<file path="src/rtl/uart_irq_pkg.sv">
package uart_irq_pkg;
  localparam int unsigned IV_W  = 4;
  localparam int unsigned N_SRC = 2;
  // index order is priority order
  localparam int unsigned SRC_RX = 0;
  localparam int unsigned SRC_TX = 1;
  localparam logic [N_SRC-1:0] FLAG_RST = 2'b10;

  localparam logic [IV_W-1:0] IV_NONE = 4'h0;
  localparam logic [IV_W-1:0] IV_RX   = 4'h2;
  localparam logic [IV_W-1:0] IV_TX   = 4'h4;

  function automatic logic [IV_W-1:0] src_code(input int unsigned idx);
    return IV_W'((idx + 1) * 2);
  endfunction
endpackage

</file>
<file path="src/rtl/irq_flag_cell.sv">
module irq_flag_cell #(
  parameter logic RST_VAL = 1'b0
) (
  input  logic clk_i,
  input  logic rst_ni,
  input  logic swrst_i,
  input  logic set_i,
  input  logic clr_i,
  output logic q_o
);
  always_ff @(posedge clk_i or negedge rst_ni) begin
    if (!rst_ni)      q_o <= RST_VAL;
    else if (swrst_i) q_o <= RST_VAL;
    else if (set_i)   q_o <= 1'b1;
    else if (clr_i)   q_o <= 1'b0;
  end
endmodule

</file>
<file path="src/rtl/rx_char_qual.sv">
module rx_char_qual (
  input  logic load_i,
  input  logic err_i,
  input  logic brk_i,
  input  logic addr_i,
  input  logic multiproc_i,
  input  logic dormant_i,
  input  logic err_ie_i,
  input  logic brk_ie_i,
  output logic flag_set_o,
  output logic brk_set_o
);
  logic brk_hit, bad_ok, dorm_ok;

  always_comb begin
    brk_hit    = load_i & brk_i & brk_ie_i;
    // without break enable a break is just an erroneous character
    bad_ok     = ~(err_i | brk_i) | err_ie_i;
    dorm_ok    = ~dormant_i | (multiproc_i & addr_i);
    brk_set_o  = brk_hit;
    flag_set_o = brk_hit | (load_i & bad_ok & dorm_ok);
  end
endmodule

</file>
<file path="src/rtl/irq_prio_enc.sv">
module irq_prio_enc
  import uart_irq_pkg::*;
#(
  parameter int unsigned N = N_SRC
) (
  input  logic [N-1:0]    pend_i,
  output logic [N-1:0]    sel_o,
  output logic [IV_W-1:0] iv_o
);
  logic found;

  always_comb begin
    sel_o = '0;
    iv_o  = IV_NONE;
    found = 1'b0;
    for (int unsigned i = 0; i < N; i++) begin
      if (pend_i[i] && !found) begin
        found    = 1'b1;
        sel_o[i] = 1'b1;
        iv_o     = src_code(i);
      end
    end
  end
endmodule

</file>
<file path="src/rtl/uart_irq_vec_ctrl.sv">
module uart_irq_vec_ctrl
  import uart_irq_pkg::*;
(
  input  logic            clk_i,
  input  logic            rst_ni,
  input  logic            swrst_i,
  input  logic            gie_i,
  input  logic            err_ie_i,
  input  logic            brk_ie_i,
  input  logic            dormant_i,
  input  logic            multiproc_i,
  input  logic            ie_we_i,
  input  logic [1:0]      ie_wdata_i,
  input  logic            tx_rdy_i,
  input  logic            rx_load_i,
  input  logic            rx_err_i,
  input  logic            rx_brk_i,
  input  logic            rx_addr_i,
  input  logic            txbuf_wr_i,
  input  logic            rxbuf_rd_i,
  input  logic            iv_acc_i,
  output logic            irq_o,
  output logic [IV_W-1:0] iv_o,
  output logic            brk_o
);
  logic [N_SRC-1:0] flag_q, ie_q, set_ev, hw_clr, sel;
  logic             rx_set, brk_set;

  rx_char_qual u_qual (
    .load_i      (rx_load_i),
    .err_i       (rx_err_i),
    .brk_i       (rx_brk_i),
    .addr_i      (rx_addr_i),
    .multiproc_i (multiproc_i),
    .dormant_i   (dormant_i),
    .err_ie_i    (err_ie_i),
    .brk_ie_i    (brk_ie_i),
    .flag_set_o  (rx_set),
    .brk_set_o   (brk_set)
  );

  always_comb begin
    set_ev         = '0;
    hw_clr         = '0;
    set_ev[SRC_RX] = rx_set;
    set_ev[SRC_TX] = tx_rdy_i;
    hw_clr[SRC_RX] = rxbuf_rd_i;
    hw_clr[SRC_TX] = txbuf_wr_i;
  end

  for (genvar g = 0; g < N_SRC; g++) begin : g_flag
    irq_flag_cell #(.RST_VAL(FLAG_RST[g])) u_cell (
      .clk_i   (clk_i),
      .rst_ni  (rst_ni),
      .swrst_i (swrst_i),
      .set_i   (set_ev[g]),
      .clr_i   (hw_clr[g] | (iv_acc_i & sel[g])),
      .q_o     (flag_q[g])
    );
  end

  always_ff @(posedge clk_i or negedge rst_ni) begin
    if (!rst_ni)      ie_q <= '0;
    else if (swrst_i) ie_q <= '0;
    else if (ie_we_i) ie_q <= ie_wdata_i;
  end

  always_ff @(posedge clk_i or negedge rst_ni) begin
    if (!rst_ni)         brk_o <= 1'b0;
    else if (swrst_i)    brk_o <= 1'b0;
    else if (brk_set)    brk_o <= 1'b1;
    else if (rxbuf_rd_i) brk_o <= 1'b0;
  end

  irq_prio_enc #(.N(N_SRC)) u_enc (
    .pend_i (flag_q & ie_q),
    .sel_o  (sel),
    .iv_o   (iv_o)
  );

  assign irq_o = gie_i & |(flag_q & ie_q);
endmodule

</file>
<file path="config.mk">
export PLATFORM = sky130hd
export DESIGN_NAME = uart_irq_vec_ctrl
export DESIGN_NICKNAME = d
export VERILOG_FILES = /design/src/rtl/uart_irq_pkg.sv /design/src/rtl/irq_flag_cell.sv /design/src/rtl/rx_char_qual.sv /design/src/rtl/irq_prio_enc.sv /design/src/rtl/uart_irq_vec_ctrl.sv
export SDC_FILE = /design/constraint.sdc
export NUM_CORES = 1
export LEC_CHECK = 0
export BUFFER_PORTS_ARGS = -buffer_cell sky130_fd_sc_hd__buf_2
export CORE_AREA = 2 2 39 41
export CTS_CLUSTER_DIAMETER = 100
export DETAILED_ROUTE_END_ITERATION = 16
export DIE_AREA = 0 0 41 43
export HOLD_SLACK_MARGIN = 0.08
export PLACE_DENSITY = 0.6
export SKIP_CTS_REPAIR_TIMING = 1
export SLEW_MARGIN = 30
export SYNTH_ARGS = -nofsm -noshare
export SYNTH_HDL_FRONTEND = slang
export SYNTH_SLANG_ARGS = --single-unit
</file>
<file path="constraint.sdc">
create_clock -name clk_i -period 2.1 [get_ports clk_i]
set_clock_uncertainty 0.1 [all_clocks]
set_input_delay 0.42 -clock clk_i [delete_from_list [all_inputs] [get_ports clk_i]]
set_output_delay 0.42 -clock clk_i [all_outputs]
set_load 0.05 [all_outputs]
</file>
==> impl_summary.log <==
INFO  metric global_route.usage.total = 0.0850
INFO  metric routed_via_density = 4.13
INFO  metric synth.distinct_cells = 19
INFO  metric totalPowerFinal = 0.000273 W
INFO  metric rsz0062_at_grt = false
INFO  metric timing.critical_path.max_delay_family = flip-flops
INFO  metric pre_antenna_drt_iters = 4
INFO  metric placed_cells_incl_taps = 66
INFO  metric yosysWarningCount = 0
INFO  metric worst_hold_path.endpoint = g_flag[1].u_cell.q_o
INFO  metric critPathMaxStageDelay = 520 ps
INFO  metric max-clock-path-buffers = 2
INFO  metric hold_path_class = input pin to register
INFO  metric layout-drive-gt1-share = 0.509
INFO  metric cts.root.buffer_cell = clkbuf_4
INFO  metric clk_pin_slew = 40 ps
INFO  metric power.combinational.fraction = 0.212
INFO  metric coreArea = 1380 um^2
INFO  metric postSynthAreaPerCell = 9.36 um^2
INFO  metric clock_tree.htree_level_count = 1
INFO  metric antenna_cells_inserted = 0
INFO  metric grt_remaining_overflow = 0
INFO  metric route.detailed.wl_per_inst = 8.34 um
INFO  metric flow.area_growth_from_synthesis = 57.1%
INFO  metric hold_vio_cnt_final = 0
INFO  metric crit_type = register to output port
INFO  metric fin_nets = 75
INFO  metric worst_setup_path_end_kind = output port
INFO  metric syn-cell-area = ~270 um^2
INFO  metric cp_bufs_invs = 1
INFO  metric share_seq_of_total_power = 0.389
INFO  metric place.port_buffers = 22
INFO  metric status = complete, no violations
INFO  metric timing.setup.tns = 0 ps
INFO  metric p_clk_frac = 0.399
INFO  metric layout.filler_cells = 163
INFO  metric grt_pass1_wl = approximately 940 um
INFO  metric drv_cap = 0
INFO  metric critical_path.cell_chain = nand2_1, a21boi_1, buf_2
INFO  metric power.net_switching = 0.0000747 W
INFO  metric synth-seq-cells = 5
INFO  metric dieWidth = 41 um
INFO  metric min_period_over_period = 0.835
INFO  metric cts_sinks = 5
INFO  metric num_cts_buffers = 3
INFO  metric crit-reg2reg-capture = g_flag[1].u_cell.q_o
INFO  metric final_max_tran_viols = 0
INFO  metric drtAntennaViolNets = 0
INFO  metric post_synth_inst_count = 29
INFO  metric std_cell_rows = 14
INFO  metric number_of_instances_on_the_worst_hold_path = 2
INFO  metric tritoncts = built
INFO  metric cp_max_fo = 2
INFO  metric ios = 25
INFO  metric post-route-min-period = 1750 ps
INFO  metric power.leakage = 0.243 nW
INFO  metric grt_pass1_vias = 275
INFO  metric timing.rr.start = g_flag[1].u_cell.q_o
INFO  metric setup_viol = 0
INFO  metric critPathSlowestCell = dfstp_2
INFO  metric yosysSeqAreaShare = 0.465
INFO  metric critical_path.startpoint_type = register
INFO  metric grt_antenna_before_repair = 0
INFO  metric total_via_count_after_detailed_routing = 293
INFO  metric clock.fmax = 570 MHz
INFO  metric reg2reg_depth = 3
INFO  metric drt_iter0_markers = 3
INFO  metric initial_utilization = 0.196
INFO  metric intPower = around 0.0002 W
INFO  metric die_h = around 43 um
INFO  metric power_density = 639 nW/um^2
INFO  metric detail_route.drc_violations = 0
INFO  metric drt_wl_total = 592 um
INFO  metric worst_ir_drop_vdd = 0.183 mV
INFO  metric worst_skew_pair.late_latency = 240 ps
INFO  metric routabilityCongestion = 0.690
INFO  metric critical_path_arrival = 1230 ps
INFO  metric hold_start = tx_rdy_i
INFO  metric required = 1580 ps
INFO  metric swShare = 0.274
INFO  metric finalNonFillerCells = 71
INFO  metric r2r_setup_slack = 1010 ps
INFO  metric grt_start_max_net_pins = 6
INFO  metric fp.dieArea = approximately 1800 um^2
flip-flops by register name, indices dropped and copies added (netlist names):
register           cells
ie_q                   2
g_flag.u_cell.q_o      2
brk_o                  1
cells in the mapped netlist:
cell | count | area (um^2)
nand2_2 | 1 | 6.26
conb_1 | 1 | 3.75
a31oi_1 | 1 | 6.26
a311oi_1 | 1 | 8.76
dfrtp_1 | 4 | 100
inv_1 | 2 | 7.51
buf_4 | 2 | 15.0
nand3b_1 | 1 | 7.51
mux2i_1 | 2 | 20.0
dfstp_2 | 1 | 26.3
nand2_1 | 2 | 7.51
a21oi_1 | 1 | 5.00
nand3_1 | 1 | 5.00
nor2_1 | 4 | 15.0
o211ai_1 | 1 | 7.51
a21bo_2 | 1 | 10.0
or3_1 | 1 | 6.26
nand2b_1 | 1 | 6.26
a21boi_0 | 1 | 7.51
per-layer routing:
| layer | GRT usage | wire length, um |
|---|---|---|
| met4 | 0.0800 | 0 |
| met3 | 0.0471 | 87 |
| met5 | 0 | 0 |
| met2 | 0.125 | 283 |
| met1 | 0.0759 | 220 |
cell usage in the layout, fill, tap and decap left out, types with 2 or more instances in the layout:
master	instances
clkbuf_4	3
buf_2	22
conb_1	2
dfrtp_1	4
mux2i_1	2
nor2_1	4
nand2_1	2
inv_1	2
layout make-up:
class / count / area [um^2] / share of cell area
Clock buffer: 4 / 26.3 / 0.0616
Inverter: 2 / 7.51 / 0.0176
Multi-Input combinational cell: 21 / 126 / 0.296
Sequential cell: 5 / 126 / 0.296
Tap cell: 16 / 20.0 / 0.0469
Timing Repair Buffer: 23 / 120 / 0.282
how the worst max path moves through the flow:
stage,start,to,depth (start not counted)
after detailed placement,g_flag[1].u_cell.q_o,irq_o,3
after global routing,g_flag[1].u_cell.q_o,irq_o,3
after floorplan,ie_q[0],iv_o[2],3
after CTS,g_flag[1].u_cell.q_o,irq_o,3
after global placement,g_flag[1].u_cell.q_o,irq_o,3
final,g_flag[1].u_cell.q_o,irq_o,3
power by group through the flow:
stage	clock (W)	combinational [W]	sequential [W]
2_1_floorplan	0	0.0000329	0.000109
6_report	0.000109	0.0000578	0.000106
5_1_grt	0.000124	0.0000638	0.000106
3_5_place_dp	0	0.0000570	0.000107
3_3_place_gp	0	0.0000563	0.000107
4_1_cts	0.000114	0.0000572	0.000106
metrics by stage:
stage	area, um^2	worst slack, ps	hold WS (ps)	utilization
finish	427	346	274	0.308
detailed placement	390	588	137	0.282
CTS	417	327	-123	0.301
floorplan	275	192	24.4	-
global route	427	283	283	0.308
global placement	390	619	138	0.282
logic make-up after synthesis:
family,share of synthesized area
and+or+nand+nor,0.198
AOI/OAI and AO/OA,0.166
DFF,0.465
buffers and inverters,0.0829
muxes,0.0737
other,0.0138
Note: power is estimated with default switching activity, not from simulation.
